## config.mk

```make
export PLATFORM = sky130hd
export DESIGN_NAME = chain_adc_reader
export DESIGN_NICKNAME = d
export VERILOG_FILES = /design/src/rtl/chain_rd_pkg.sv /design/src/rtl/cr_conv_timer.sv /design/src/rtl/cr_sclk_gen.sv /design/src/rtl/cr_deser.sv /design/src/rtl/chain_adc_reader.sv
export SDC_FILE = /design/constraint.sdc
export NUM_CORES = 1
export LEC_CHECK = 0
export BUFFER_PORTS_ARGS = -buffer_cell sky130_fd_sc_hd__buf_2
export CAP_MARGIN = 20
export CELL_PAD_IN_SITES_DETAIL_PLACEMENT = 1
export CELL_PAD_IN_SITES_GLOBAL_PLACEMENT = 1
export CORE_ASPECT_RATIO = 1.5
export CORE_MARGIN = 1.5
export CORE_UTILIZATION = 38
export CTS_CLUSTER_DIAMETER = 150
export DETAILED_ROUTE_END_ITERATION = 8
export GPL_TIMING_DRIVEN = 0
export PLACE_DENSITY = 0.82
export SLEW_MARGIN = 20
export SYNTH_ARGS = -nofsm -noshare
export SYNTH_HDL_FRONTEND = slang
export SYNTH_HIERARCHICAL = 1
export SYNTH_SLANG_ARGS = --single-unit
```

## constraint.sdc

```tcl
create_clock -name clk -period 1.5 [get_ports clk]
set_input_delay 0.225 -clock clk [delete_from_list [all_inputs] [get_ports clk]]
set_output_delay 0.225 -clock clk [all_outputs]
set_load 0.03 [all_outputs]
```

## src/rtl/chain_rd_pkg.sv

```systemverilog
package chain_rd_pkg;

    localparam int unsigned WORD_W = 18;

    typedef enum logic [1:0] {
        ST_IDLE = 2'd0,
        ST_CONV = 2'd1,
        ST_READ = 2'd2
    } rd_state_e;

    function automatic int unsigned clog2_min1(input int unsigned v);
        return (v <= 1) ? 1 : $clog2(v);
    endfunction

endpackage

```

## src/rtl/cr_conv_timer.sv

```systemverilog
module cr_conv_timer
    import chain_rd_pkg::*;
#(
    parameter int unsigned CONV_CYC = 12
) (
    input  logic clk,
    input  logic rst,
    input  logic run,
    output logic done
);
    localparam int unsigned CW = clog2_min1(CONV_CYC);

    logic [CW-1:0] cnt_q;

    assign done = run && (cnt_q == CW'(CONV_CYC - 1));

    always_ff @(posedge clk) begin
        if (rst || !run) begin
            cnt_q <= '0;
        end else if (!done) begin
            cnt_q <= cnt_q + 1'b1;
        end
    end

    // the wait never ends on the first cycle of a run unless the wait is one cycle
    p_wait_not_early_r3: assert property (@(posedge clk) disable iff (rst)
        (run && !$past(run) && (CONV_CYC > 1)) |-> !done);

endmodule

```

## src/rtl/cr_sclk_gen.sv

```systemverilog
module cr_sclk_gen
    import chain_rd_pkg::*;
#(
    parameter int unsigned HALF_DIV = 2
) (
    input  logic clk,
    input  logic rst,
    input  logic run,
    output logic sclk,
    output logic fall_tick
);
    localparam int unsigned DW = clog2_min1(HALF_DIV);

    logic [DW-1:0] div_q;
    logic          wrap;

    assign wrap      = run && (div_q == DW'(HALF_DIV - 1));
    assign fall_tick = wrap && sclk;

    always_ff @(posedge clk) begin
        if (rst || !run) begin
            div_q <= '0;
            sclk  <= 1'b0;
        end else if (wrap) begin
            div_q <= '0;
            sclk  <= ~sclk;
        end else begin
            div_q <= div_q + 1'b1;
        end
    end

    // the clock leaves its idle level only while the read phase is active
    p_sclk_rise_in_run_r3: assert property (@(posedge clk) disable iff (rst)
        $rose(sclk) |-> $past(run));

endmodule

```

## src/rtl/cr_deser.sv

```systemverilog
module cr_deser
    import chain_rd_pkg::*;
#(
    parameter int unsigned N_DEV = 3
) (
    input  logic                         clk,
    input  logic                         rst,
    input  logic                         clear,
    input  logic                         fall_tick,
    input  logic                         sdi,
    output logic [WORD_W-1:0]            word_o,
    output logic                         valid_o,
    output logic [clog2_min1(N_DEV)-1:0] idx_o,
    output logic                         last_o
);
    localparam int unsigned BW = clog2_min1(WORD_W);
    localparam int unsigned IW = clog2_min1(N_DEV);

    logic [WORD_W-2:0] sh_q;
    logic [BW-1:0]     bit_q;
    logic [IW-1:0]     word_q;
    logic              word_end;

    assign word_end = fall_tick && (bit_q == BW'(WORD_W - 1));
    assign last_o   = word_end && (word_q == IW'(N_DEV - 1));

    always_ff @(posedge clk) begin
        if (rst) begin
            sh_q    <= '0;
            bit_q   <= '0;
            word_q  <= '0;
            word_o  <= '0;
            valid_o <= 1'b0;
            idx_o   <= '0;
        end else begin
            valid_o <= 1'b0;
            if (clear) begin
                bit_q  <= '0;
                word_q <= '0;
            end else if (fall_tick) begin
                sh_q <= {sh_q[WORD_W-3:0], sdi};
                if (word_end) begin
                    bit_q   <= '0;
                    word_q  <= last_o ? '0 : word_q + 1'b1;
                    word_o  <= {sh_q, sdi};
                    valid_o <= 1'b1;
                    idx_o   <= word_q;
                end else begin
                    bit_q <= bit_q + 1'b1;
                end
            end
        end
    end

    // a word is only published on the cycle after a clock fall
    p_word_after_fall_r6: assert property (@(posedge clk) disable iff (rst)
        valid_o |-> $past(fall_tick));

    // each strobe lasts a single cycle
    p_valid_single_r7: assert property (@(posedge clk) disable iff (rst)
        valid_o |=> !valid_o);

endmodule

```

## src/rtl/chain_adc_reader.sv

```systemverilog
module chain_adc_reader
    import chain_rd_pkg::*;
#(
    parameter int unsigned N_DEV    = 3,
    parameter int unsigned HALF_DIV = 2,
    parameter int unsigned CONV_CYC = 12
) (
    input  logic                         clk,
    input  logic                         rst,
    input  logic                         start_i,
    output logic                         cnv_o,
    output logic                         sclk_o,
    input  logic                         sdi_i,
    output logic [WORD_W-1:0]            word_o,
    output logic                         word_valid_o,
    output logic [clog2_min1(N_DEV)-1:0] word_idx_o
);
    rd_state_e state_q;
    logic      conv_done;
    logic      fall_tick;
    logic      last_bit;
    logic      accept;

    assign accept = (state_q == ST_IDLE) && start_i;

    cr_conv_timer #(.CONV_CYC(CONV_CYC)) u_timer (
        .clk  (clk),
        .rst  (rst),
        .run  (state_q == ST_CONV),
        .done (conv_done)
    );

    cr_sclk_gen #(.HALF_DIV(HALF_DIV)) u_sclk (
        .clk       (clk),
        .rst       (rst),
        .run       (state_q == ST_READ),
        .sclk      (sclk_o),
        .fall_tick (fall_tick)
    );

    cr_deser #(.N_DEV(N_DEV)) u_deser (
        .clk       (clk),
        .rst       (rst),
        .clear     (accept),
        .fall_tick (fall_tick),
        .sdi       (sdi_i),
        .word_o    (word_o),
        .valid_o   (word_valid_o),
        .idx_o     (word_idx_o),
        .last_o    (last_bit)
    );

    always_ff @(posedge clk) begin
        if (rst) begin
            state_q <= ST_IDLE;
            cnv_o   <= 1'b0;
        end else begin
            unique case (state_q)
                ST_IDLE: if (start_i) begin
                    state_q <= ST_CONV;
                    cnv_o   <= 1'b1;
                end
                ST_CONV: if (conv_done) begin
                    state_q <= ST_READ;
                end
                ST_READ: if (last_bit) begin
                    state_q <= ST_IDLE;
                    cnv_o   <= 1'b0;
                end
                default: begin
                    state_q <= ST_IDLE;
                    cnv_o   <= 1'b0;
                end
            endcase
        end
    end

    // the chain must see the serial clock low when convert rises
    p_sclk_low_at_cnv_rise_r2: assert property (@(posedge clk) disable iff (rst)
        $rose(cnv_o) |-> !sclk_o);

    // the serial clock only pulses under a high convert line
    p_cnv_covers_sclk_r4: assert property (@(posedge clk) disable iff (rst)
        sclk_o |-> cnv_o);

    // convert drops with the clock already back at its idle level
    p_end_idle_r8: assert property (@(posedge clk) disable iff (rst)
        $fell(cnv_o) |-> (!sclk_o && $past(sclk_o)));

    // a request during a busy cycle does not disturb the convert line
    p_start_ignored_r9: assert property (@(posedge clk) disable iff (rst)
        (cnv_o && start_i && !last_bit) |=> cnv_o);

endmodule

```

==> results.cfg <==
[status]
status = complete, but fails checks
violations = negative setup slack

[sta]
hold_viol = 0
drv_slew = 0
final.setup.worst_slack_ns = -0.05660
slew_headroom_pct = 50.69
fmax_mhz = 642.4
finalCritPeriodShare_pct = 103.8
fin_skew_ns = 0.007954
setup_viol = 32
grt_setup_unrepaired = true
worstMarginPinSlew_ns = 0.7396
min_period_ns = 1.557

[cts]
clk_pin_slew_worst_paths_ns = 0.10
hold_buffers = 0
cts_buffers = 5
insertion_delay_ns = 0.31
clockRootBuffer = clkbuf_8
cts_num_sinks = 54
cts_buffer_depth = 2
htreeDepth = 2
cts_tree = yes

[critical_path]
critPathArrivalTime_ns = 1.80
setup.worst_path.start_class = flop
criticalPathCategory = flop to flop
cp.required_ns = 1.74
worstPathCellList = and2b_1 > and3_4 > nor2b_4 > buf_8 > buf_6 > nand2_1 > a21oi_2
r2r-end = u_deser/sh_q[8]$_SDFFE_PP0P_
crit_slowest_cell = dfxtp_4
max_stage_delay_ns = 0.36
critPathMaxFanout = 7
r2r_cells = 7
rrSetupSlack_ns = -0.06
crit_path_end_kind = flop
r2r_start = state_q[0]$_SDFFE_PP0P_

[global_routing]
grt_max_degree = 17
overflow = 0
busiest_layer = met2
antenna_found_initial = 0
gr-usage-met1_pct = 20.15
grt_pass1_vias = 1964
track_usage_pct = 18.87
grt_use_met2_pct = 36.51
grt_pass1_wl_um = 9149
grtUsageMet3_pct = 3.743

[power_and_ir_drop]
pwr-share-clk_pct = 38.9
p_comb_share_pct = 3.9
p_per_area_nw_per_um2 = 833.6
p_total_mw = 2.526
p_sw_share_pct = 21.91
p_sw_mw = 0.5536
total_leakage_power_nw = 1.106
seq_power_share_pct = 57.2
ir_worst_vdd_uv = 954.9
internal_power_mw = 1.973

[floorplanning]
core_area_sq_um = 5492
initial_utilization_pct = 39.67
die_x_um = 64.82
dieArea_sq_um = 6205
pin_count = 27
row_count = 33
die_h_um = 95.73

[synthesis]
synth_top_area_cell = dfxtp_1
syn-instance-count = 251
ys.warnings.count = 6
yosysTopAreaCellShare_pct = 49.63
yosysMostFrequentCell = dfxtp_1
synth_seq_cells = 54
syn_avg_cell_area_sq_um = 8.679
synth_cell_types = 40
synth_common_cells = 54 x dfxtp_1, 42 x a21oi_1, 37 x nand2_1
synth_area_sq_um = 2178
synthTopCellsByArea = dfxtp_1 50%, a21oi_1 9.6%, nand2_1 6.4%
ys.flop_type = dfxtp_1
syn_nets = 258
ys_async_sr_fraction_pct = 0
yosysSeqAreaShare_pct = 49.63
synth-edff-count = 0

[placement]
place.gp.congestion = 0.7382
place_hpwl_um = 3661
io_buffer_count = 26

[finish]
antenna_cells = 0
fill_cells = 637
multi_input_comb_area_sq_um = 1267
fin_util_pct = 55.18
nets = 307
area_growth_pct = 39.12
seq_area_sq_um = 1094
drive_gt1_share_pct = 45.18

[hold_path]
hold-path-endpoint = u_deser/sh_q[0]$_SDFFE_PP0P_
worstHoldStart = sdi_i
min_path_cells = 3
hold_class = input pin to flop

[drt]
via_per_inst = 5.323
postRouteAntennaNets = 0
wl_per_cell_um = 16.82
num_vias = 1975
drcViolationCount = 0
wl_um = 6242
drt_iter0_markers = 98
firstDrtPassIters = 4

[run]
maxCapViolCount = 0
worst max-delay path, delay by kind of cell, from the launching register on:
| kind | cells | cell delay, ns |
|---|---|---|
| DFF | 1 | 0.36 |
| and+or+nand+nor | 4 | 0.70 |
| buffers and inverters | 2 | 0.28 |
| AOI/OAI and AO/OA | 1 | 0.14 |
cell usage in the layout, fill, tap and decap left out, types with 3 or more instances in the layout:
cell type	count
or3b_1	4
a21oi_2	24
dfxtp_2	4
o21ai_2	8
a21oi_1	17
clkbuf_1	5
o21ai_0	8
nand3_1	13
nand2_2	3
xor2_1	3
buf_4	12
nand2_1	30
nand3b_1	4
mux2i_1	3
dfxtp_1	48
nand2_4	4
nor2_1	7
nand2b_1	3
clkbuf_8	5
buf_2	27
buf_6	12
nand3_2	6
o21ai_1	4
area by class of cell:
class | instances | area share [%]
Clock inverter | 2 | 1.239
Tap cell | 70 | 2.890
Multi-Input combinational cell | 176 | 41.83
Sequential cell | 54 | 36.09
Timing Repair Buffer | 44 | 10.16
Buffer | 16 | 4.872
Inverter | 3 | 0.5367
Clock buffer | 6 | 2.395
how the worst max path moves through the flow:
stage | startpoint | endpoint | slack (ns)
2_1_floorplan | state_q[0]$_SDFFE_PP0P_ | u_deser/word_o[10]$_SDFFE_PP0P_ | 0.004
4_1_cts | state_q[0]$_SDFFE_PP0P_ | u_deser/word_o[1]$_SDFFE_PP0P_ | -0.04
3_3_place_gp | state_q[1]$_SDFFE_PP0P_ | u_deser/word_o[2]$_SDFFE_PP0P_ | -0.19
5_1_grt | state_q[0]$_SDFFE_PP0P_ | u_deser/word_o[4]$_SDFFE_PP0P_ | -0.13
6_report | state_q[0]$_SDFFE_PP0P_ | u_deser/sh_q[8]$_SDFFE_PP0P_ | -0.06
3_5_place_dp | state_q[1]$_SDFFE_PP0P_ | u_deser/word_o[6]$_SDFFE_PP0P_ | -0.26
registers in the layout, indices dropped and copies added, names as in the netlist:
signal           cells
u_deser/valid_o      1
u_sclk/div_q         1
u_deser/word_q       2
u_deser/sh_q        17
state_q              2
u_deser/idx_o        2
u_deser/bit_q        5
u_sclk/sclk          1
u_deser/word_o      18
u_timer/cnt_q        4
cnv_o                1
timing repair:
item | 4_1_cts | 5_1_grt
endpoints found under the setup margin | 42 | 43
setup buffers | 7 | 7
pin swaps | 5 | 18
gates resized for setup | 42 | 69
cloned | 4 | 0
through the flow:
step	setup TNS, ns	instances	hold WS (ns)	area, sq um	setup WS (ns)
2_1_floorplan	0	251	0.2974	2207	0.004379
3_3_place_gp	-4.671	347	0.4374	2425	-0.1910
3_5_place_dp	-6.502	347	0.4513	2425	-0.2609
4_1_cts	-0.4807	365	0.1969	2709	-0.03743
5_1_grt	-3.328	371	0.2047	3030	-0.1330
6_report	-1.097	371	0.2165	3030	-0.05660
logic make-up after synthesis:
family | share of synthesized area (%)
buf+inv | 4.997
flops | 49.63
simple gates | 24.70
xor+xnor | 1.609
fa+ha+maj | 1.723
mux | 1.379
compound gates | 15.97
routing by layer:
| layer | vias to the layer above | part of all wire (%) |
|---|---|---|
| met4 | 0 | 1.5 |
| met5 | - | 0 |
| met2 | 33 | 56 |
| li1 | 963 | - |
| met3 | 8 | 2.9 |
| met1 | 971 | 40 |
power groups by stage:
stage                     clock [mW]  sequential [mW]  combinational [mW]
final                          0.983             1.44              0.0987
after global routing            1.06             1.45               0.107
after CTS                      0.993             1.44              0.0835
after detailed placement           0             1.48              0.0743
after global placement             0             1.48              0.0738
after floorplan                    0             1.49              0.0423
(Power assumes the default switching activity.)
